[src/rtl/accel_out_pkg.sv]
package accel_out_pkg;
    localparam int WORD_W = 16;
    localparam int N_AXES = 3;

    typedef struct packed {
        logic [WORD_W-1:0] word;
        logic [WORD_W-1:0] shadow;
        logic              pend;
        logic              seen_lo;
        logic              seen_hi;
    } slot_state_t;
endpackage

[src/rtl/accel_axis_slot.sv]
module accel_axis_slot
    import accel_out_pkg::*;
(
    input  logic              clk,
    input  logic              rst_n,
    input  logic              bdu_en,
    input  logic              smp_valid,
    input  logic [WORD_W-1:0] smp_word,
    input  logic              rd_lo,
    input  logic              rd_hi,
    output logic [WORD_W-1:0] out_word,
    output logic              held
);
    slot_state_t st_d, st_q;

    always_comb begin
        logic lo_seen;
        logic hi_seen;
        st_d    = st_q;
        lo_seen = st_q.seen_lo | rd_lo;
        hi_seen = st_q.seen_hi | rd_hi;
        if (!bdu_en) begin
            st_d.seen_lo = 1'b0;
            st_d.seen_hi = 1'b0;
            st_d.pend    = 1'b0;
            if (smp_valid)      st_d.word = smp_word;
            else if (st_q.pend) st_d.word = st_q.shadow;
        end else if (lo_seen && hi_seen) begin
            st_d.seen_lo = 1'b0;
            st_d.seen_hi = 1'b0;
            st_d.pend    = 1'b0;
            if (smp_valid)      st_d.word = smp_word;
            else if (st_q.pend) st_d.word = st_q.shadow;
        end else if (lo_seen || hi_seen) begin
            st_d.seen_lo = lo_seen;
            st_d.seen_hi = hi_seen;
            if (smp_valid) begin
                st_d.shadow = smp_word;
                st_d.pend   = 1'b1;
            end
        end else if (smp_valid) begin
            st_d.word = smp_word;
        end
    end

    always_ff @(posedge clk or negedge rst_n) begin
        if (!rst_n) st_q <= '0;
        else        st_q <= st_d;
    end

    assign out_word = st_q.word;
    assign held     = st_q.seen_lo | st_q.seen_hi;
endmodule

[src/rtl/accel_drdy_gen.sv]
module accel_drdy_gen #(
    parameter int PULSE_HP = 3750,
    parameter int PULSE_LP = 7000,
    localparam int PMAX  = (PULSE_HP > PULSE_LP) ? PULSE_HP : PULSE_LP,
    localparam int CNT_W = $clog2(PMAX + 1)
) (
    input  logic clk,
    input  logic rst_n,
    input  logic smp_valid,
    input  logic rd_hi_any,
    input  logic pulse_mode,
    input  logic hp_mode,
    output logic status_rdy,
    output logic drdy_pin
);
    typedef struct packed {
        logic             flag;
        logic [CNT_W-1:0] cnt;
    } drdy_state_t;

    drdy_state_t st_d, st_q;

    always_comb begin
        st_d = st_q;
        if (smp_valid)      st_d.flag = 1'b1;
        else if (rd_hi_any) st_d.flag = 1'b0;
        if (smp_valid)
            st_d.cnt = hp_mode ? CNT_W'(PULSE_HP) : CNT_W'(PULSE_LP);
        else if (st_q.cnt != '0)
            st_d.cnt = st_q.cnt - 1'b1;
    end

    always_ff @(posedge clk or negedge rst_n) begin
        if (!rst_n) st_q <= '0;
        else        st_q <= st_d;
    end

    assign status_rdy = st_q.flag;
    assign drdy_pin   = pulse_mode ? (st_q.cnt != '0) : st_q.flag;
endmodule

[src/rtl/accel_out_regs.sv]
module accel_out_regs
    import accel_out_pkg::*;
#(
    parameter int AXIS_W   = 14,
    parameter int LO_RES_W = 12,
    parameter int PULSE_HP = 3750,
    parameter int PULSE_LP = 7000
) (
    input  logic              clk,
    input  logic              rst_n,
    input  logic              smp_valid,
    input  logic [AXIS_W-1:0] smp_x,
    input  logic [AXIS_W-1:0] smp_y,
    input  logic [AXIS_W-1:0] smp_z,
    input  logic              res_hi,
    input  logic              bdu_en,
    input  logic              pulse_mode,
    input  logic              hp_mode,
    input  logic              rd_en,
    input  logic [2:0]        rd_addr,
    output logic [7:0]        rd_data,
    output logic              status_rdy,
    output logic              drdy_pin
);
    localparam int PAD_W = WORD_W - AXIS_W;
    localparam logic [WORD_W-1:0] LO_MASK = ~((WORD_W'(1) << (WORD_W - LO_RES_W)) - WORD_W'(1));

    logic [N_AXES-1:0][AXIS_W-1:0] smp_in;
    logic [N_AXES-1:0][WORD_W-1:0] axis_word;
    logic [N_AXES-1:0]             axis_held;
    logic                          rd_hi_any;

    assign smp_in = {smp_z, smp_y, smp_x};

    for (genvar i = 0; i < N_AXES; i++) begin : g_axis
        logic [WORD_W-1:0] fmt_word;
        logic              rd_lo_i;
        logic              rd_hi_i;
        always_comb begin
            fmt_word = {smp_in[i], {PAD_W{1'b0}}};
            if (!res_hi) fmt_word = fmt_word & LO_MASK;
        end
        assign rd_lo_i = rd_en && (rd_addr == 3'(2 * i));
        assign rd_hi_i = rd_en && (rd_addr == 3'(2 * i + 1));
        accel_axis_slot u_slot (
            .clk      (clk),
            .rst_n    (rst_n),
            .bdu_en   (bdu_en),
            .smp_valid(smp_valid),
            .smp_word (fmt_word),
            .rd_lo    (rd_lo_i),
            .rd_hi    (rd_hi_i),
            .out_word (axis_word[i]),
            .held     (axis_held[i])
        );
    end

    assign rd_hi_any = rd_en && rd_addr[0] && (rd_addr < 3'(2 * N_AXES));

    always_comb begin
        rd_data = 8'h00;
        for (int k = 0; k < N_AXES; k++) begin
            if (rd_addr == 3'(2 * k))     rd_data = axis_word[k][7:0];
            if (rd_addr == 3'(2 * k + 1)) rd_data = axis_word[k][15:8];
        end
    end

    accel_drdy_gen #(
        .PULSE_HP(PULSE_HP),
        .PULSE_LP(PULSE_LP)
    ) u_drdy (
        .clk       (clk),
        .rst_n     (rst_n),
        .smp_valid (smp_valid),
        .rd_hi_any (rd_hi_any),
        .pulse_mode(pulse_mode),
        .hp_mode   (hp_mode),
        .status_rdy(status_rdy),
        .drdy_pin  (drdy_pin)
    );
endmodule

[config.mk]
export PLATFORM = sky130hd
export DESIGN_NAME = accel_out_regs
export DESIGN_NICKNAME = d
export VERILOG_FILES = /design/src/rtl/accel_out_pkg.sv /design/src/rtl/accel_axis_slot.sv /design/src/rtl/accel_drdy_gen.sv /design/src/rtl/accel_out_regs.sv
export SDC_FILE = /design/constraint.sdc
export NUM_CORES = 1
export LEC_CHECK = 0
export BUFFER_PORTS_ARGS = -buffer_cell sky130_fd_sc_hd__buf_2
export CORE_ASPECT_RATIO = 2
export CORE_UTILIZATION = 53
export DETAILED_ROUTE_END_ITERATION = 16
export PLACE_DENSITY_LB_ADDON = 0.2
export SETUP_SLACK_MARGIN = 0.02
export SYNTH_ARGS = -nofsm -noshare
export SYNTH_HDL_FRONTEND = slang
export SYNTH_SLANG_ARGS = --single-unit
[constraint.sdc]
create_clock -name clk -period 1.88 [get_ports clk]
set_input_delay 0.094 -clock clk [delete_from_list [all_inputs] [get_ports clk]]
set_output_delay 0.094 -clock clk [all_outputs]
set_load 0.05 [all_outputs]
==> flow_summary.yaml <==
synth:
  synth_top_cell_area_share_pct: 51.5
  synth-edff-count: 0
  yosys_warnings: 0
  async_flop_share_pct: 100
  synth.distinct_cells: 66
  synth.area.top_cells: "dfrtp_1, nand2_1, o22ai_1"
  synth_area_sq_um: 5490
  yosys.area.top_type: "dfrtp_1"
  synth_flop_cell: "dfrtp_1"
  syn_inst: 518
  ys_ff_latch: 113
  seq_area_frac_synth_pct: 51.5
  syn-num-nets: 573
  avgSynthCellArea_sq_um: 10.6
timing:
  finalClockSkew_ps: 8.19
  min_period_ps: 1920
  slew_headroom_pct: 64.2
  timing.fmax_ghz: 0.520
  setup_ws_ps: -43.0
  grt_setup_unrepaired: "yes"
  worstMarginPinSlew_ps: 537
  hold_viol: 0
  fin_crit_sh_pct: 102
  setup_tns_ps: -43.0
  whs_ps: 19.7
  setup_viol: 1
  finalMaxSlewViolations: 0
die:
  die_x_microns: 74.0
  fp.dieArea_sq_um: 10800
  die_y_microns: 146
  coreArea_sq_um: 10100
  rows: 52
  start_util_pct: 54.5
  io_pins: 63
global_routing:
  first_global_vias: 4810
  grt_usage_pct: 29.0
  grt_pass1_wl_microns: 23200
  grt_max_degree: 48
  antenna_found_initial: 0
  grt_overflow: 0
placement:
  placed_area_sq_um: 6170
  place_ws_ps: -88.4
  gp_congestion: 0.817
  dp.cells: 721
  hpwl_microns: 9720
  numPortBuffers: 62
power:
  irDropWorstVdd_v: 0.000872
  power_density_nw_per_um2: 1150
  cellLeakagePower_nw: 3.26
clocking:
  htree_levels: 4
  clockBufferDepth: 2
  insertion_delay_ps: 420
  cts.sinks: 113
  clkTransAtPathRegs_ps: 60
  cts_buffers: 17
  cts-root-buf: "clkbuf_16"
  cts_tree: "done"
drt:
  wl_per_cell_microns: 18.0
  routed_wl_microns: 14400
  via_per_inst: 5.75
  drc: 0
  drt_first_pass_iters: 5
  vias: 4588
  drt_iter0_drc: 274
  antenna_left: 0
min_path:
  worstHoldStart: "smp_z[0]"
  min_path_type: "input pin to register"
layout:
  drive_above_1_share_pct: 26.8
  final_cells: 798
  nFillCells: 730
  fin_area_sq_um: 7290
  synthToLayoutAreaGrowth_pct: 32.6
  final_common_cell: "dfrtp_1"
  num_antenna_cells: 0
  final_cell_mix: "dfrtp_1, nand2_1, buf_2, dlygate4sd3_1, buf_4"
  nets: 705
worst_setup_path:
  crit_start: "u_drdy.st_q[1]"
  path_class: "register to primary output"
  r2r-start: "u_drdy.st_q[1]"
  critical_path_required_ps: 1790
  startpoint_type: "register"
  arrival_ps: 1830
  path_max_fanout: 3
  end_kind: "primary output"
flow_run:
  cap_violations: 0
run_status:
  violations: "setup timing"
  outcome: "complete, but fails checks"
-- critical path: stages (launching register included) --
cell     delay (ps)
dfrtp_1         400
inv_2            90
ha_4            130
nor3b_4         220
and4_4          270
buf_6            90
mux2i_2          60
buf_6           150
-- path summary, 6_finish.rpt --
kind | cells after the start | endpoint | slack [ps]
hold reg to reg | 1 | g_axis[1].u_slot.out_word[1] | 480
setup / recovery | 7 | drdy_pin | -40
setup reg to reg | 7 | u_drdy.st_q[9] | 70
hold / removal | 3 | g_axis[2].u_slot.st_q[5] | 20
min in group asynchronous | 2 | u_drdy.st_q[5] | 200
max in group asynchronous | 3 | g_axis[1].u_slot.out_word[1] | 1030
-- synthesized netlist by cell type (all sizes together), types with 5 or more instances --
library cell  number
a2bb2oi            7
nand2b             5
mux2i             12
a22oi             11
nor2b             10
and2               5
dfrtp            113
clkbuf            11
o21ai             25
a21oi             27
a31oi             14
o221ai             8
buf               19
inv               21
o22a               6
xnor2              5
mux2              36
nand2             61
o21a              11
o22ai             31
nor3              11
nor2              25
-- cell type report --
type	instances	area (sq um)	area share, %
flip-flops and latches	113	2830	38.8
repair buffers	143	1120	15.4
well taps	135	169	2.32
clock buffers	17	425	5.84
clock inverters	15	184	2.52
inverters	22	82.6	1.13
multi-input cells	353	2470	34.0
-- flip-flops by register name (all words and copies together) (netlist names) --
name	flops
g_axis.u_slot.st_q	51
g_axis.u_slot.out_word	48
u_drdy.st_q	13
u_drdy.status_rdy	1
-- stage by stage --
stage	total power [mW]	util, %
global placement	4.92	61.2
CTS	8.43	71.7
detailed placement	5.00	61.2
global route	8.77	72.2
finish	8.41	72.2
floorplan	4.41	-
-- cell families (layout without fill, tap and decap cells) --
group                      count (synthesis)  in the layout  synth area share (%)
AOI/OAI and AO/OA                        153            153                  18.7
xor gates and xnor gates                   8              8                  1.28
adders and majority gates                  2              2                 0.455
buffers and inverters                     52            197                  4.46
DFF                                      113            113                  51.5
muxes                                     48             48                  9.98
and+or+nand+nor                          142            142                  13.7
-- timing repair --
item | CTS | global route
hold endpoints to repair | 98 | 0
buffers inserted | 0 | 3
pin swaps | 1 | 1
gates resized for setup | 8 | 7
hold buffers | 42 | 0
setup endpoints to repair | 20 | 7
-- power breakdown --
| group | total (mW) | internal [mW] | switching [mW] | leakage [nW] |
|---|---|---|---|---|
| sequential | 3.43 | 3.02 | 0.405 | 1.34 |
| combinational | 1.67 | 0.820 | 0.847 | 1.63 |
| clock | 3.32 | 2.09 | 1.22 | 0.290 |
-- per-layer routing --
metal | vias to the layer above | share of wire [%] | GRT usage (%)
met3 | 28 | 3.0 | 4.43
met1 | 2285 | 37 | 30.5
li1 | 2149 | - | -
met2 | 126 | 57 | 53.1
met4 | 0 | 2.5 | 14.4
met5 | - | 0 | 0
No activity file was read; power rests on OpenSTA's default activity.
